<file path="config.mk">
export PLATFORM = sky130hd
export DESIGN_NAME = serial_cfg_status
export DESIGN_NICKNAME = d
export VERILOG_FILES = /design/src/rtl/scsr_pkg.sv /design/src/rtl/scsr_status_pack.sv /design/src/rtl/scsr_ctrl.sv /design/src/rtl/scsr_shift.sv /design/src/rtl/scsr_gs_latch.sv /design/src/rtl/serial_cfg_status.sv
export SDC_FILE = /design/constraint.sdc
export NUM_CORES = 1
export LEC_CHECK = 0
export ABC_AREA = 1
export BUFFER_PORTS_ARGS = -buffer_cell sky130_fd_sc_hd__buf_2
export CAP_MARGIN = 15
export CORE_UTILIZATION = 51
export DETAILED_ROUTE_END_ITERATION = 16
export PLACE_DENSITY = 0.73
export SLEW_MARGIN = 0
export SYNTH_ARGS = -nofsm -noshare
export SYNTH_HDL_FRONTEND = slang
export SYNTH_SLANG_ARGS = --single-unit
</file>
<file path="constraint.sdc">
create_clock -name clk -period 1.2 [get_ports clk]
set_input_delay 0.12 -clock clk [delete_from_list [all_inputs] [get_ports clk]]
set_output_delay 0.12 -clock clk [all_outputs]
set_load 0.02 [all_outputs]
</file>
<file path="src/rtl/scsr_pkg.sv">
package scsr_pkg;

  localparam int CH_NUM  = 16;
  localparam int GS_BITS = 12;
  localparam int GS_W    = CH_NUM * GS_BITS;
  localparam int SR_W    = GS_W + 1;
  localparam int GRP     = 8;

  // status positions inside the register
  localparam int POS_ISF = 113;
  localparam int POS_PTW = 114;
  localparam int POS_TEF = 115;
  // base of each 8-bit flag group; groups are 12 bits apart
  localparam int LEAK_LO  = 120;
  localparam int LEAK_HI  = 132;
  localparam int SHORT_LO = 144;
  localparam int SHORT_HI = 156;
  localparam int OPEN_LO  = 168;
  localparam int OPEN_HI  = 180;

  typedef struct packed {
    logic [CH_NUM-1:0] open_f;
    logic [CH_NUM-1:0] short_f;
    logic [CH_NUM-1:0] leak_f;
    logic              ptw;
    logic              tef;
    logic              isf;
  } flags_t;

  // Places one 16-bit flag set into two 8-bit groups.
  function automatic logic [SR_W-1:0] place_pair(
    input logic [CH_NUM-1:0] f, input int lo_base, input int hi_base);
    logic [SR_W-1:0] v;
    v = '0;
    for (int i = 0; i < GRP; i++) begin
      v[lo_base + i] = f[i];
      v[hi_base + i] = f[GRP + i];
    end
    return v;
  endfunction

  // Full status image; reserved positions and the top bit are 0.
  function automatic logic [SR_W-1:0] pack_status(input flags_t s);
    logic [SR_W-1:0] v;
    v = place_pair(s.leak_f, LEAK_LO, LEAK_HI)
      | place_pair(s.short_f, SHORT_LO, SHORT_HI)
      | place_pair(s.open_f, OPEN_LO, OPEN_HI);
    v[POS_ISF] = s.isf;
    v[POS_PTW] = s.ptw;
    v[POS_TEF] = s.tef;
    return v;
  endfunction

endpackage

</file>
<file path="src/rtl/scsr_status_pack.sv">
module scsr_status_pack
  import scsr_pkg::*;
(
  input  flags_t          flags,
  output logic [SR_W-1:0] image
);

  always_comb begin
    image = pack_status(flags);
  end

endmodule

</file>
<file path="src/rtl/scsr_ctrl.sv">
module scsr_ctrl (
  input  logic clk,
  input  logic rst_n,
  input  logic sclk_stb,
  input  logic lat_stb,
  input  logic msb,
  output logic shift_en,
  output logic sid_load,
  output logic fresh_bit
);

  logic fresh_q;

  // a latch acts only with a new bit seen and a clear top bit
  assign sid_load  = lat_stb & fresh_q & ~msb;
  // an acting latch takes the cycle; a coincident shift is dropped
  assign shift_en  = sclk_stb & ~sid_load;
  assign fresh_bit = fresh_q;

  always_ff @(posedge clk or negedge rst_n) begin
    if (!rst_n)        fresh_q <= 1'b0;
    else if (sid_load) fresh_q <= 1'b0;
    else if (shift_en) fresh_q <= 1'b1;
  end

endmodule

</file>
<file path="src/rtl/scsr_shift.sv">
module scsr_shift #(
  parameter int WIDTH = 193
) (
  input  logic             clk,
  input  logic             rst_n,
  input  logic             shift_en,
  input  logic             sin,
  input  logic             load_en,
  input  logic [WIDTH-1:0] load_val,
  output logic [WIDTH-1:0] sr_q
);

  always_ff @(posedge clk or negedge rst_n) begin
    if (!rst_n)        sr_q <= '0;
    else if (load_en)  sr_q <= load_val;
    else if (shift_en) sr_q <= {sr_q[WIDTH-2:0], sin};
  end

endmodule

</file>
<file path="src/rtl/scsr_gs_latch.sv">
module scsr_gs_latch #(
  parameter int WIDTH = 192
) (
  input  logic             clk,
  input  logic             rst_n,
  input  logic             we,
  input  logic [WIDTH-1:0] d,
  output logic [WIDTH-1:0] q
);

  always_ff @(posedge clk or negedge rst_n) begin
    if (!rst_n)  q <= '0;
    else if (we) q <= d;
  end

endmodule

</file>
<file path="src/rtl/serial_cfg_status.sv">
module serial_cfg_status
  import scsr_pkg::*;
(
  input  logic              clk,
  input  logic              rst_n,
  input  logic              sclk_stb,
  input  logic              sin,
  input  logic              lat_stb,
  input  logic [CH_NUM-1:0] open_flt,
  input  logic [CH_NUM-1:0] short_flt,
  input  logic [CH_NUM-1:0] leak_flt,
  input  logic              pre_therm,
  input  logic              therm_err,
  input  logic              iref_short,
  output logic              sout,
  output logic [GS_W-1:0]   gs_q
);

  // named internal events for the checker
  logic            shift_en;
  logic            sid_load;
  logic            fresh_bit;
  logic [SR_W-1:0] sr_q;
  logic [SR_W-1:0] status_img;
  flags_t          flags;

  assign flags = '{open_f: open_flt, short_f: short_flt, leak_f: leak_flt,
                   ptw: pre_therm, tef: therm_err, isf: iref_short};

  scsr_ctrl i_ctrl (
    .clk       (clk),
    .rst_n     (rst_n),
    .sclk_stb  (sclk_stb),
    .lat_stb   (lat_stb),
    .msb       (sr_q[SR_W-1]),
    .shift_en  (shift_en),
    .sid_load  (sid_load),
    .fresh_bit (fresh_bit)
  );

  scsr_status_pack i_pack (
    .flags (flags),
    .image (status_img)
  );

  scsr_shift #(.WIDTH(SR_W)) i_shift (
    .clk      (clk),
    .rst_n    (rst_n),
    .shift_en (shift_en),
    .sin      (sin),
    .load_en  (sid_load),
    .load_val (status_img),
    .sr_q     (sr_q)
  );

  // grayscale copy takes the pre-load register contents on the same edge
  scsr_gs_latch #(.WIDTH(GS_W)) i_gs (
    .clk   (clk),
    .rst_n (rst_n),
    .we    (sid_load),
    .d     (sr_q[GS_W-1:0]),
    .q     (gs_q)
  );

  assign sout = sr_q[SR_W-1];

endmodule

</file>
==> results.md <==
- Sw Ratio: 30.8%
- Chip height: 177 um
- Clk pin slew, worst setup/hold paths: 0.06 ns
- Net count after synthesis: between 1500 and 2000
- Area of the die: 31200 um2
- Number of unique standard cell types used by synthesis: 18
- Count of nets after finishing: 2044
- Count of inserted antenna diode cells: 0
- Combinational power share: 25.8%
- Count of flip-flops with a built-in enable after synthesis: 0
- Layout cells sized above 1: 40.0%
- Final worst clock skew: ~0.013 ns
- Drt via density: 5.59
- Seq. cell area: around 9700 um2
- Count of warnings emitted by yosys: 0
- Final weighted congestion in routability-driven placement: 0.856
- Number of antenna violations at the first check in global routing: 0
- Synthesized area: 15500 um2
- TritonCTS clock tree: done
- Achievable Freq: about 700 MHz
- Source-to-sink clock delay at the later pin of the worst-skew pair: 0.52 ns
- Hold Path Class: in -> async
- Failing checks: negative setup slack
- DRC violation total after the first TritonRoute iteration: 1138
- Internal portion of total power: roughly 0.027 W
- Power per cell area: 1660 nW/um2
- Beginning of the worst register-to-register path: i_shift.sr_q[192]
- Reported leakage power: 11.0 nW
- Final Cycle Share: 119%
- Setup WS post-layout: -0.226 ns
- Number of buffers created by CTS: 40
- Floorplan die width: 177 um
- Psw: approximately 0.012 W
- Cell taking the most area after synthesis: dfrtp_1
- Final critical path time including I/O delays and setup: 1.43 ns
- Max_cap viols: 0
- Dominant synthesized flop cell: dfrtp_1
- Antenna-violating nets left: 0
- Endpoint class of the critical path: flip-flop
- Relative max-transition margin: 52.1%
- Worst-case reg-to-reg path depth: 7
- Fraction of the yosys area taken by sequential cells: between 60% and 70%
- Overall global routing resource usage: between 20% and 30%
- Overflow left after global routing: 0
- Required time of the critical path: 1.59 ns
- Category of the worst setup path launch point: flip-flop
- Path type of the worst setup path: reg -> reg
- Reg2Reg Setup Slack: -0.23 ns
- Placeable core region: 29800 um2
- Top cell type's share of synthesized area: 62.2%
- Post-Place Worst Slack: -0.150 ns
- Number of filler instances in the final layout: about 1700
- Cells taking the most area after synthesis: dfrtp_1 (62%), nand3_1 (9.5%), nand2_1 (8.4%)
- Aggregate routed wire length: 48100 um
- Total negative slack for setup checks: -51.20 ns
- Placed Cells: about 2200
- Final Hold Viols: 0
- Critical path peak fanout: 9
- Data arrival, critical path: around 1.8 ns
- Worst vdd rail ir drop: about 1.1 mV
- Avg Inst Size Synth: just under 10 um2
- Setup repair after global routing missed its margin: true
- Area used by multi-input combinational logic: 5680 um2
- Part of the power in the clock network: 33.0%
- Cell row count: 63
- Number of vias after detailed routing: 13400
- Most used standard cell by instance count after synthesis: dfrtp_1
- Sink count of the clock tree: slightly below 400
- Max H-tree Level: 2
- Post-Layout Inst Area: 23100 um2
- Post-synthesis cell count: between 1500 and 2000
- Terminus of the critical flop-to-flop path: i_gs.q[131]
- Share of async-settable or async-resettable flops after synthesis: 100%
- Result of the run: finished with violations
- Post-place instance area: 17700 um2
- Clk root buf: clkbuf_16
- Global-route wire length before repair: 60700 um
- Tightest Pin Transition: 0.719 ns
- Share of power burned in registers: about two fifths
- Deepest clock path buffer count: 3
- Detailed placer's ending HPWL: about 23000 um
- Average wire length per cell after detail routing: 20.0 um
- Initial cell density of the core: 52.2%
- Number of global-route vias before repair: 11900
- Area delta synth->final: 48.5%
- Detailed Routing Iterations Pass 1: 5
- Commonest cells post-synth: dfrtp_1 (386), nand2_1 (346), nand3_1 (295), o21ai_0 (163), inv_1 (141)
- Maximum number of pins on one net before global-route repair: slightly above 90
- DR DRC count: 0
- Tot Pwr: 0.0383 W
- Final Slew Violations: 0
- Number of standard cells in the layout, taps in and fillers out: roughly 2400
- Top Ports: about 250
- Input/output buffers: around 250
- Flip-flop and latch count after synthesis: roughly 390
- Final-report setup violation count: 419
## worst max-delay path: stages, from the launching register on
cell,delay (ns)
dfrtp_2,0.40
inv_2,0.07
nand3_4,0.10
buf_12,0.17
clkbuf_16,0.18
clkbuf_16,0.18
nand2_1,0.09
o21ai_1,0.10
## cells by family (layout without fill, tap and decap cells)
group	after synthesis	in the layout	share of synthesized area, %
flops	386	386	62.2
simple gates	646	648	18.1
buf+inv	260	699	8.47
compound gates	283	283	11.3
## worst max path at each step
stage | startpoint | endpoint | slack (ns) | cells past startpoint
3_5_place_dp | i_ctrl.fresh_bit | i_shift.sr_q[170] | -0.15 | 4
4_1_cts | i_shift.sr_q[192] | i_shift.sr_q[120] | -0.14 | 6
5_1_grt | i_shift.sr_q[192] | i_gs.q[116] | -0.30 | 6
3_3_place_gp | i_ctrl.fresh_bit | i_shift.sr_q[185] | -0.12 | 4
2_1_floorplan | i_shift.sr_q[192] | i_shift.sr_q[100] | -0.08 | 7
6_report | i_shift.sr_q[192] | i_gs.q[131] | -0.23 | 7
## layer usage
metal	up-vias	share of wire [%]	global-route usage (%)
met5	-	0	0
li1	5993	-	-
met4	0	3.3	6.86
met3	129	7.2	4.48
met1	6698	39	34.0
met2	628	50	38.1
## power groups by stage
stage / logic, W / clock network, W / registers [W]
after floorplan: 0.00314 / 0 / 0.0165
after global placement: 0.00606 / 0 / 0.0157
after detailed placement: 0.00617 / 0 / 0.0157
after CTS: 0.00652 / 0.0127 / 0.0155
after global routing: 0.0105 / 0.0133 / 0.0159
final: 0.00990 / 0.0126 / 0.0158
## layout make-up
| class | instances | area share [%] |
|---|---|---|
| Clock inverter | 12 | 0.596 |
| Timing Repair Buffer | 486 | 23.3 |
| Tap cell | 390 | 2.11 |
| Multi-Input combinational cell | 931 | 24.6 |
| Inverter | 143 | 2.33 |
| Sequential cell | 386 | 41.9 |
| Clock buffer | 58 | 5.16 |
## through the flow
step	util (%)	hold WS, ns
final	77.4	0.0485
after global routing	77.4	0.0436
after global placement	59.4	-0.00433
after CTS	66.3	0.0338
after floorplan	-	-0.176
after detailed placement	59.4	-0.00472
## placed cells by master (no fill, tap or decap), types with 9 or more instances in the layout
cell / count
nand3_2: 122
dlygate4sd3_1: 53
buf_12: 31
buf_2: 86
o21ai_0: 19
nand2_4: 19
buf_16: 10
nand2_2: 35
o21ai_1: 147
dfrtp_1: 385
clkbuf_16: 73
buf_6: 155
buf_4: 107
buf_8: 11
nand3_4: 9
inv_1: 141
nand3_1: 165
clkbuf_8: 11
nand2_1: 292
o21ai_2: 117
## timing repair
action / in CTS / in global routing
hold buffers: 53 / 0
gates cloned: 2 / 45
endpoints found under the hold margin: 438 / 0
buffers inserted: 3 / 77
pin swaps: 1 / 14
setup endpoints to repair: 454 / 543
gates resized for setup: 54 / 585
## sequential cells by signal (all words and copies together) (netlist names)
register	cells
i_shift.sr_q	193
i_ctrl.fresh_bit	1
i_gs.q	192
(Power assumes the default switching activity.)
